File: src/rtl/dtmf_guard_pkg.sv
package dtmf_guard_pkg;

    typedef enum logic {
        STEER_IDLE   = 1'b0,
        STEER_ACTIVE = 1'b1
    } steer_state_e;

    // Bits needed for a counter that walks 0 .. limit-1
    function automatic int guard_cnt_w(input int limit);
        return (limit < 2) ? 1 : $clog2(limit);
    endfunction

endpackage

File: src/rtl/dtmf_tone_sync.sv
module dtmf_tone_sync #(
    parameter int STAGES = 2
) (
    input  logic clk_i,
    input  logic rst_i,
    input  logic d_i,
    output logic q_o
);
    logic [STAGES-1:0] chain;

    generate
        for (genvar g = 0; g < STAGES; g++) begin : g_stage
            if (g == 0) begin : g_first
                always_ff @(posedge clk_i) begin
                    if (rst_i) chain[0] <= 1'b0;
                    else       chain[0] <= d_i;
                end
            end else begin : g_rest
                always_ff @(posedge clk_i) begin
                    if (rst_i) chain[g] <= 1'b0;
                    else       chain[g] <= chain[g-1];
                end
            end
        end
    endgenerate

    assign q_o = chain[STAGES-1];
endmodule

File: src/rtl/dtmf_guard_timer.sv
module dtmf_guard_timer
    import dtmf_guard_pkg::*;
#(
    parameter int LIMIT = 125829
) (
    input  logic clk_i,
    input  logic rst_i,
    input  logic run_i,
    output logic expire_o
);
    localparam int CW = guard_cnt_w(LIMIT);
    localparam logic [CW-1:0] LAST = CW'(LIMIT - 1);

    logic [CW-1:0] cnt;

    // Fires in the cycle where the LIMIT-th consecutive run cycle is seen
    assign expire_o = run_i && (cnt == LAST);

    always_ff @(posedge clk_i) begin
        if (rst_i || !run_i || expire_o) cnt <= '0;
        else                             cnt <= cnt + 1'b1;
    end
endmodule

File: src/rtl/dtmf_steer_ctrl.sv
module dtmf_steer_ctrl
    import dtmf_guard_pkg::*;
#(
    parameter int DIGIT_W = 4
) (
    input  logic               clk_i,
    input  logic               rst_i,
    input  logic               pwdn_i,
    input  logic               present_done_i,
    input  logic               absent_done_i,
    input  logic [DIGIT_W-1:0] digit_i,
    output steer_state_e       state_o,
    output logic [DIGIT_W-1:0] digit_o
);
    steer_state_e       state_q;
    logic [DIGIT_W-1:0] digit_q;

    always_ff @(posedge clk_i) begin
        if (rst_i) begin
            state_q <= STEER_IDLE;
            digit_q <= '0;
        end else if (pwdn_i) begin
            state_q <= STEER_IDLE;
        end else begin
            unique case (state_q)
                STEER_IDLE: if (present_done_i) begin
                    state_q <= STEER_ACTIVE;
                    digit_q <= digit_i;
                end
                STEER_ACTIVE: if (absent_done_i) begin
                    state_q <= STEER_IDLE;
                end
                default: state_q <= STEER_IDLE;
            endcase
        end
    end

    assign state_o = state_q;
    assign digit_o = digit_q;
endmodule

File: src/rtl/dtmf_guard_validator.sv
module dtmf_guard_validator
    import dtmf_guard_pkg::*;
#(
    parameter int DIGIT_W     = 4,
    parameter int SYNC_STAGES = 2,
    parameter int PRESENT_CYC = 125829,
    parameter int ABSENT_CYC  = 125829
) (
    input  logic               clk_i,
    input  logic               rst_i,
    input  logic               pwdn_i,
    input  logic               tone_raw_i,
    input  logic [DIGIT_W-1:0] digit_i,
    output logic               digit_valid_o,
    output logic [DIGIT_W-1:0] digit_o
);
    logic         tone_sync;
    logic         run_present;
    logic         run_absent;
    logic         present_done;
    logic         absent_done;
    steer_state_e state;

    dtmf_tone_sync #(.STAGES(SYNC_STAGES)) u_sync (
        .clk_i (clk_i),
        .rst_i (rst_i),
        .d_i   (tone_raw_i),
        .q_o   (tone_sync)
    );

    assign run_present = tone_sync  && (state == STEER_IDLE)   && !pwdn_i;
    assign run_absent  = !tone_sync && (state == STEER_ACTIVE) && !pwdn_i;

    dtmf_guard_timer #(.LIMIT(PRESENT_CYC)) u_present_tmr (
        .clk_i    (clk_i),
        .rst_i    (rst_i),
        .run_i    (run_present),
        .expire_o (present_done)
    );

    dtmf_guard_timer #(.LIMIT(ABSENT_CYC)) u_absent_tmr (
        .clk_i    (clk_i),
        .rst_i    (rst_i),
        .run_i    (run_absent),
        .expire_o (absent_done)
    );

    dtmf_steer_ctrl #(.DIGIT_W(DIGIT_W)) u_ctrl (
        .clk_i          (clk_i),
        .rst_i          (rst_i),
        .pwdn_i         (pwdn_i),
        .present_done_i (present_done),
        .absent_done_i  (absent_done),
        .digit_i        (digit_i),
        .state_o        (state),
        .digit_o        (digit_o)
    );

    assign digit_valid_o = (state == STEER_ACTIVE);
endmodule

File: config.mk
export PLATFORM = sky130hd
export DESIGN_NAME = dtmf_guard_validator
export DESIGN_NICKNAME = d
export VERILOG_FILES = /design/src/rtl/dtmf_guard_pkg.sv /design/src/rtl/dtmf_tone_sync.sv /design/src/rtl/dtmf_guard_timer.sv /design/src/rtl/dtmf_steer_ctrl.sv /design/src/rtl/dtmf_guard_validator.sv
export SDC_FILE = /design/constraint.sdc
export NUM_CORES = 1
export LEC_CHECK = 0
export BUFFER_PORTS_ARGS = -buffer_cell sky130_fd_sc_hd__buf_2
export CAP_MARGIN = 0
export CORE_ASPECT_RATIO = 1.4
export CORE_MARGIN = 2
export CORE_UTILIZATION = 38
export CTS_BUF_LIST = sky130_fd_sc_hd__clkbuf_8 sky130_fd_sc_hd__clkbuf_16
export CTS_CLUSTER_SIZE = 8
export DETAILED_ROUTE_END_ITERATION = 8
export REMOVE_ABC_BUFFERS = 1
export SETUP_SLACK_MARGIN = 0.2
export SLEW_MARGIN = 25
export SYNTH_ARGS = -nofsm -noshare
export SYNTH_HDL_FRONTEND = slang
export SYNTH_SLANG_ARGS = --single-unit
File: constraint.sdc
create_clock -name clk_i -period 2.3 [get_ports clk_i]
set_clock_uncertainty 0.05 [all_clocks]
set_input_delay 0.23 -clock clk_i [delete_from_list [all_inputs] [get_ports clk_i]]
set_output_delay 0.23 -clock clk_i [all_outputs]
set_load 0.1 [all_outputs]
; ---- Word-level counts from Yosys, hierarchy flattened
; Index checks and enable logic that the tools add are counted.
; W data, S select, Z words.
[word_totals]
register_bits = 41
output_inout_bits = 5
wordCells = 31
[classes]
n_addsub = 2
n_eq_ne = 2
n_mux = 3
bitwise_logic = 2
n_reduce_logical = 16
[op_table]
columns = cell, n
row1 = $add A17 B1 Y17 const B, 2
row2 = $eq A17 B17 Y1 const B, 2
row3 = $logic_and A1 B1 Y1, 6
row4 = $logic_not A1 Y1, 4
row5 = $logic_or A1 B1 Y1, 4
row6 = $reduce_and A3 Y1, 1
row7 = $mux W1, 2
row8 = $not A1 Y1, 2
row9 = $pmux W1 S2, 1
row10 = $reduce_or A2 Y1, 1

; ---- Logic depth before layout (Yosys ltp)
; Gate-level depths: netlist of run 1.
[depth]
ltp_word = 6
mapped_depth = 7

; ---- Modules after synthesis
; A second synthesis of run 1 with hierarchy kept.
[unflattened]
hier_cells = 215
area_unflattened_um2 = 1930.6
[modules_own_cells]
columns = module, instances, cells_each, area_per_inst_um2
row1 = dtmf_guard_timer (u_present_tmr), 1, 95, 824.5
row2 = dtmf_guard_timer (u_absent_tmr), 1, 93, 803.3
row3 = dtmf_steer_ctrl, 1, 21, 235.2
row4 = dtmf_tone_sync, 1, 4, 52.6
row5 = dtmf_guard_validator, 1, 2, 15.0

; ---- Least setup slack after synthesis of run 1
; OpenSTA, ideal clock, no wires.
[synth_path]
path_kind = register to register
from = register u_ctrl.state_q, in the netlist u_ctrl.state_o
to = register u_ctrl.digit_q[0], in the netlist u_ctrl.digit_o[0]
setup_ns = 0.123
t_arrival_ns = 1.644
setup_slack_ns = 0.483
stages_incl_launch_ff = 5
path_buffers = 0
synth_period_minus_slack_ns = 1.817
path_cell_list = dfxtp_1 -> nor3b_1 -> nand3_1 -> o21ai_0 -> a21oi_1
[synth_via]
elab_chain_cells = 5
[synth_lines]
columns = element, line_no
row1 = "start, declared", dtmf_steer_ctrl.sv:15  ; steer_state_e state_q;
row2 = "start signal, assigned", dtmf_steer_ctrl.sv:20  ; state_q <= STEER_IDLE;
row3 = "start signal, assigned", dtmf_steer_ctrl.sv:23  ; state_q <= STEER_IDLE;
row4 = "start signal, assigned", dtmf_steer_ctrl.sv:27  ; state_q <= STEER_ACTIVE;
row5 = $not A1 Y1 *, dtmf_guard_validator.sv:31  ; assign run_present = tone_sync && (state == STEER_IDLE) && !pwdn_i;
row6 = $logic_and A1 B1 Y1 (2 in series), dtmf_guard_validator.sv:31
row7 = $logic_and A1 B1 Y1, dtmf_guard_timer.sv:17  ; assign expire_o = run_i && (cnt == LAST);
row8 = $reduce_and A3 Y1 (no source line) *, -
row9 = "end signal, assigned", dtmf_steer_ctrl.sv:28  ; digit_q <= digit_i;
row10 = "end, declared", dtmf_steer_ctrl.sv:16  ; logic [DIGIT_W-1:0] digit_q;
; Every way passes the cells marked *; elsewhere a longest branch is shown, timed or not.
; A chain may end at the register's enable or synchronous reset.

; ---- Worst setup path after layout of run 1
[layout_path]
from = register u_absent_tmr.cnt[0]
to = register u_absent_tmr.cnt[7]
[layout_via]
elab_chain_cells = 3
[layout_lines]
columns = element, line_no
row1 = "start, declared", dtmf_guard_timer.sv:14  ; logic [CW-1:0] cnt;
row2 = "start signal, assigned", dtmf_guard_timer.sv:21  ; else cnt <= cnt + 1'b1;
row3 = "parallel branches: the longest is 3 deep, another holds $add A17 B1 Y17", -
; Several ways; the timed one is not identified.

==> metrics, run 1 <==
synthesized area divided by synthesized cell count 9.00 sq um; reg2reg setup slack 0.59 ns; cell type group with the largest total delay on the critical path simple AND/OR/NAND/NOR gates; max frequency between 500 and 600 MHz; overflow left after global routing 0; DR pass1 iterations 4; number of port buffers 12; antenna diode instance count 0; Yosys warnings 0; Worst R2R End u_absent_tmr.cnt[7]$_SDFF_PP0_; I/O pin count 13; Remaining DRCs 0; count of maximum capacitance violations 0; GR Util All Layers 0.143; worst hold slack across all endpoints a little under 0.09 ns; CTS tree yes; half-perimeter wire length after detailed placement 2700 microns; overall power of the completed layout 1.43 mW; Power Dens Cells around 650 nW/um^2; routed via count 1,556; arrival time reported for the critical path endpoint 1.88 ns; worst rel slew slack 0.634; cells on worst reg2reg path 6; kind of end point of the critical path flip-flop; number of cells after detailed placement 286; run status finished clean; number of post-CTS setup repair buffers 0; final weighted congestion in routability-driven placement 0.874; cell taking the most area after synthesis dfxtp_1; commonest cells after routing, fill and taps aside dfxtp_1, nor2_1, nand4_1, xnor2_1, nand3_1; Worst Hold Class primary input to flip-flop; final hold violation count 0; number of global-route vias before repair between 1,000 and 1,500; CP peak stage delay 0.40 ns; most common library cell in the layout ignoring fill and taps dfxtp_1; leakage power 0.681 nW; CP endpoint u_absent_tmr.cnt[7]$_SDFF_PP0_; die area 5660 sq um; final-layout fill cell count approximately 500; Die X-Extent 64.2 microns; part of the cycle the worst path needs 0.742; launch point of the critical path u_absent_tmr.cnt[0]$_SDFF_PP0_; Reg-to-Reg Start u_absent_tmr.cnt[0]$_SDFF_PP0_; WP depth 6; area fraction of the dominant cell type after synthesis 0.426; initial core utilization 0.395; crit-path max FO 17; total placed instance area 2040 sq um; H-tree depth 2; fraction of layout instances using a drive strength above 1 0.117; post-layout instance count excluding filler cells about 290; Die Y around 90 microns; Setup violations, final 0; crit path cell chain inv_1 -> ha_1 -> nor4bb_1 -> nand4b_1 -> nand4b_2 -> nor2_1; pin count of the biggest net entering global routing 18; Final TNS setup 0 ns; RSZ-0062 raised after global routing false; area of the placeable core 4880 sq um; number of rows created at floorplan 30; Cell variety after synth 32; required arrival time at the worst endpoint 2.47 ns; depth of the worst hold-timing path 2; quantity of hold-fixing buffers added after cts 0; final wirelength around 3800 microns; area grow syn2layout 13.0%; average wire per cell in the routed design roughly 13 microns; post-synthesis register bit count just over 40; slowest cell on the critical path dfxtp_1; antenna violations before repair 0; post-detailed-route count of antenna-violating nets 0; # clock sinks 41; launching element type of the critical path flip-flop; TritonCTS Buffers 5; critical setup path kind flip-flop to flip-flop; final worst path period need approximately 1.7 ns; Post-Synthesis Cells 214; DRC marker count from the first detailed-route iteration 68; dominant cells by area after synthesis dfxtp_1, xnor2_1, nor2_1; cell area after layout 2180 sq um; Slew @ Worst Pin 0.542 ns; clock root cell clkbuf_8; clock edge transition at the registers on the reported setup and hold paths around 0.080 ns; maximum ir drop on the vdd rail about 0.30 mV; number of buffers and inverters on the critical path 1; Cell Area, Synth 1930 sq um; number of cells upsized or downsized after cts 0; Layout Nets ~240; clock latency on the worst-skew pair roughly 0.30 ns; number of buffers between clock root and the deepest sink 2; global-route wire length before repair between 6000 and 7000 microns; number of pins with negative max-slew slack in the final report 0; Avg Vias per Cell 5.29; sequential element share of the synthesized area 0.426
[report_power, final]
| part | total [mW] | switching, mW | internal [mW] | leakage, nW |
|---|---|---|---|---|
| sequential | 0.712 | 0.00116 | 0.711 | 0.331 |
| combinational | 0.0149 | 0.00729 | 0.00764 | 0.281 |
| clock | 0.698 | 0.261 | 0.437 | 0.0687 |
| total | 1.43 | 0.270 | 1.16 | 0.681 |
[Yosys cell counts, drive strengths merged]
cell,number
a21boi,1
a21oi,5
and2,3
and3,3
and4,4
and4b,2
and4bb,1
buf,6
dfxtp,41
ha,4
inv,8
nand2,7
nand3,13
nand4,20
nand4b,2
nor2,36
nor2b,2
nor3,5
nor3b,1
nor4,7
nor4b,3
nor4bb,4
o21ai,6
or3,1
xnor2,17
xor2,12
[registers in the layout (all words and copies together), names as in the netlist]
| register | flops |
|---|---|
| u_absent_tmr.cnt | 17 |
| u_present_tmr.cnt | 17 |
| u_ctrl.digit_o | 4 |
| u_ctrl.state_o | 1 |
| u_sync.chain | 1 |
| u_sync.q_o | 1 |
[routing by layer]
metal  wire length, microns  share of wire  track usage
met5                      0              0            0
met4                    121          0.032       0.0928
met3                    123          0.033       0.0305
met2                   1870           0.50        0.245
met1                   1650           0.44        0.161
[kinds of logic after synthesis]
| kind of cell | Yosys count | synth area share |
|---|---|---|
| AND/OR/NAND/NOR | 114 | 0.346 |
| flip-flops | 41 | 0.426 |
| XOR/XNOR | 29 | 0.132 |
| buffers and inverters | 14 | 0.0377 |
| AO/OA/AOI/OAI | 12 | 0.0325 |
| adder cells (fa/ha/maj) | 4 | 0.0260 |
[how the worst min path moves through the flow]
stage	start	end	slack, ns
finish	tone_raw_i	u_sync.chain[0]$_SDFF_PP0_	0.09
global route	tone_raw_i	u_sync.chain[0]$_SDFF_PP0_	0.09
CTS	tone_raw_i	u_sync.chain[0]$_SDFF_PP0_	0.08
detailed placement	u_sync.chain[0]$_SDFF_PP0_	u_sync.q_o$_SDFF_PP0_	0.37
global placement	u_sync.chain[0]$_SDFF_PP0_	u_sync.q_o$_SDFF_PP0_	0.37
floorplan	rst_i	u_ctrl.digit_o[0]$_SDFFE_PP0P_	0.25
[layout make-up]
cell class                      instances  area (sq um)  area share
Timing Repair Buffer                   14          75.1      0.0345
Inverter                                8          30.0      0.0138
Clock buffer                            5          68.8      0.0316
Multi-Input combinational cell        159          1030       0.474
Sequential cell                        41           821       0.377
Clock inverter                          3          68.8      0.0316
Tap cell                               64          80.1      0.0368
[stage by stage]
stage	util	worst slack, ns
floorplan	-	0.483
global placement	0.418	0.625
detailed placement	0.418	0.557
CTS	0.446	0.516
global route	0.446	0.405
finish	0.446	0.592
No activity file was read; power rests on OpenSTA's default activity.
==> inputs of run 2 (changes only) <==
==> constraint.sdc (replaced) <==
create_clock -name clk_i -period 1.5 [get_ports clk_i]
set_clock_uncertainty 0.05 [all_clocks]
set_input_delay 0.15 -clock clk_i [delete_from_list [all_inputs] [get_ports clk_i]]
set_output_delay 0.15 -clock clk_i [all_outputs]
set_load 0.1 [all_outputs]
==> metrics, run 2 (synthesis gave the netlist of run 1 again) <==
RSZ-0062 raised after global routing true; Slew @ Worst Pin 0.493 ns; Remaining DRCs 0; # clock sinks between 40 and 50; global route hottest layer met2; number of pins with negative max-slew slack in the final report 0; cell type group with the largest total delay on the critical path simple AND/OR/NAND/NOR gates; Layout Nets approximately 270; number of global-route vias before repair between 1,500 and 2,000; Power Dens Cells 809 nW/um^2; max frequency 674 MHz; final worst path period need 1.48 ns; clock latency on the worst-skew pair 0.30 ns; Setup violations, final 0; arrival time reported for the critical path endpoint 1.62 ns; Avg Vias per Cell 5.13; crit path cell chain nor4bb_2 -> nand4b_1 -> nand4b_4 -> clkbuf_16 -> nor2_1; launch point of the critical path u_absent_tmr.cnt[2]$_SDFF_PP0_; Die X-Extent between 60 and 70 microns; final hold violation count 0; Final TNS setup 0 ns; clock edge transition at the registers on the reported setup and hold paths roughly 0.090 ns; CP peak stage delay 0.41 ns; DRC marker count from the first detailed-route iteration 78; global-route track usage on met2 0.323; routed via count about 1,700; antenna diode instance count 0; DR pass1 iterations 4; I/O pin count 13; fraction of layout instances using a drive strength above 1 0.408; GR Util All Layers 0.168; area grow syn2layout 40.7%; M1 GR Usage 0.179; crit-path max FO 8; die area ~5700 sq um; average wire per cell in the routed design about 14 microns; most common library cell in the layout ignoring fill and taps nor2_1; Worst Hold Class primary input to flip-flop; Storage cell area 852 sq um; Reg-to-Reg Start u_absent_tmr.cnt[2]$_SDFF_PP0_; antenna violations before repair 0; cells on worst reg2reg path 5; met3 usage in global routing 0.0242; count of maximum capacitance violations 0; Worst R2R End u_absent_tmr.cnt[7]$_SDFF_PP0_; part of the cycle the worst path needs 0.990; Min-Delay Endpoint u_sync.chain[0]$_SDFF_PP0_; maximum ir drop on the vdd rail 0.571 mV; hold_sp tone_raw_i; leakage power 0.942 nW; post-detailed-route count of antenna-violating nets 0; initial core utilization 0.395; final wirelength approximately 4600 microns; reg2reg setup slack 0.02 ns; H-tree depth 2; kind of end point of the critical path flip-flop; clock root cell clkbuf_8; quantity of hold-fixing buffers added after cts 0; number of port buffers 12; pin count of the biggest net entering global routing 18; TritonCTS Buffers 5; worst rel slew slack 0.674; required arrival time at the worst endpoint 1.63 ns; number of buffers and inverters on the critical path 1; area of the multi-input gates 1230 sq um; CTS tree yes; depth of the worst hold-timing path 2; half-perimeter wire length after detailed placement 3210 microns; number of buffers between clock root and the deepest sink 2; final-layout fill cell count 445; critical setup path kind flip-flop to flip-flop; run status finished clean; overflow left after global routing 0; cell area after layout 2710 sq um; total placed instance area 2230 sq um; Die Y 88.2 microns; final weighted congestion in routability-driven placement around 0.89; launching element type of the critical path flip-flop; slowest cell on the critical path dfxtp_1; number of rows created at floorplan 30; area of the placeable core roughly 5000 sq um; global-route wire length before repair 7320 microns; commonest cells after routing, fill and taps aside nor2_1, buf_4, dfxtp_1, nand4_1, xnor2_1
==> run 2: changes by cell type in the layout (fill, tap and decap cells not counted), sizes merged <==
cell / before / now
buf: 14 / 43
clkbuf: 5 / 8
==> run 2: metal layers <==
layer	wire length, microns	share of wire
met1	1820	0.40
met2	2600	0.57
met3	64	0.014
met4	91	0.020
met5	0	0
==> run 2: worst max-delay path by stage <==
stage	end	slack [ns]	cells after the start
finish	u_absent_tmr.cnt[7]$_SDFF_PP0_	0.02	5
global route	u_absent_tmr.cnt[12]$_SDFF_PP0_	-0.07	6
CTS	u_absent_tmr.cnt[2]$_SDFF_PP0_	0.05	7
detailed placement	u_absent_tmr.cnt[10]$_SDFF_PP0_	-0.01	6
global placement	u_absent_tmr.cnt[10]$_SDFF_PP0_	0.01	6
floorplan	u_ctrl.digit_o[0]$_SDFFE_PP0P_	-0.32	4
==> run 2: metrics by stage <==
step           power [mW]  hold WS, ns  cells  setup WS [ns]   util
2_1_floorplan        1.12        0.169    208         -0.317      -
3_3_place_gp         1.14        0.307    310         0.0112  0.457
3_5_place_dp         1.14        0.321    310        -0.0128  0.457
4_1_cts              2.21      0.00895    324         0.0510  0.536
5_1_grt              2.26       0.0271    326        -0.0677  0.555
6_report             2.19       0.0218    326         0.0155  0.555
==> run 2: what timing repair did <==
| action | 4_1_cts | 5_1_grt |
|---|---|---|
| setup buffers | 5 | 1 |
| gates resized for setup | 58 | 18 |
| pin swaps | 23 | 13 |
| gates cloned | 1 | 1 |
| setup endpoints to repair | 39 | 40 |
==> run 2: layout make-up <==
cell class / count / area share
clock buffers: 5 / 0.0254
flip-flops and latches: 41 / 0.315
multi-input cells: 159 / 0.454
inverters: 8 / 0.0111
repair buffers: 46 / 0.140
clock inverters: 3 / 0.0254
well taps: 64 / 0.0296
==> run 2: report_power, final <==
group | leakage (nW) | total, mW | switching (mW) | internal [mW]
Combinational | 0.533 | 0.0306 | 0.0153 | 0.0153
Clock | 0.0687 | 1.08 | 0.407 | 0.670
Sequential | 0.340 | 1.08 | 0.00164 | 1.08
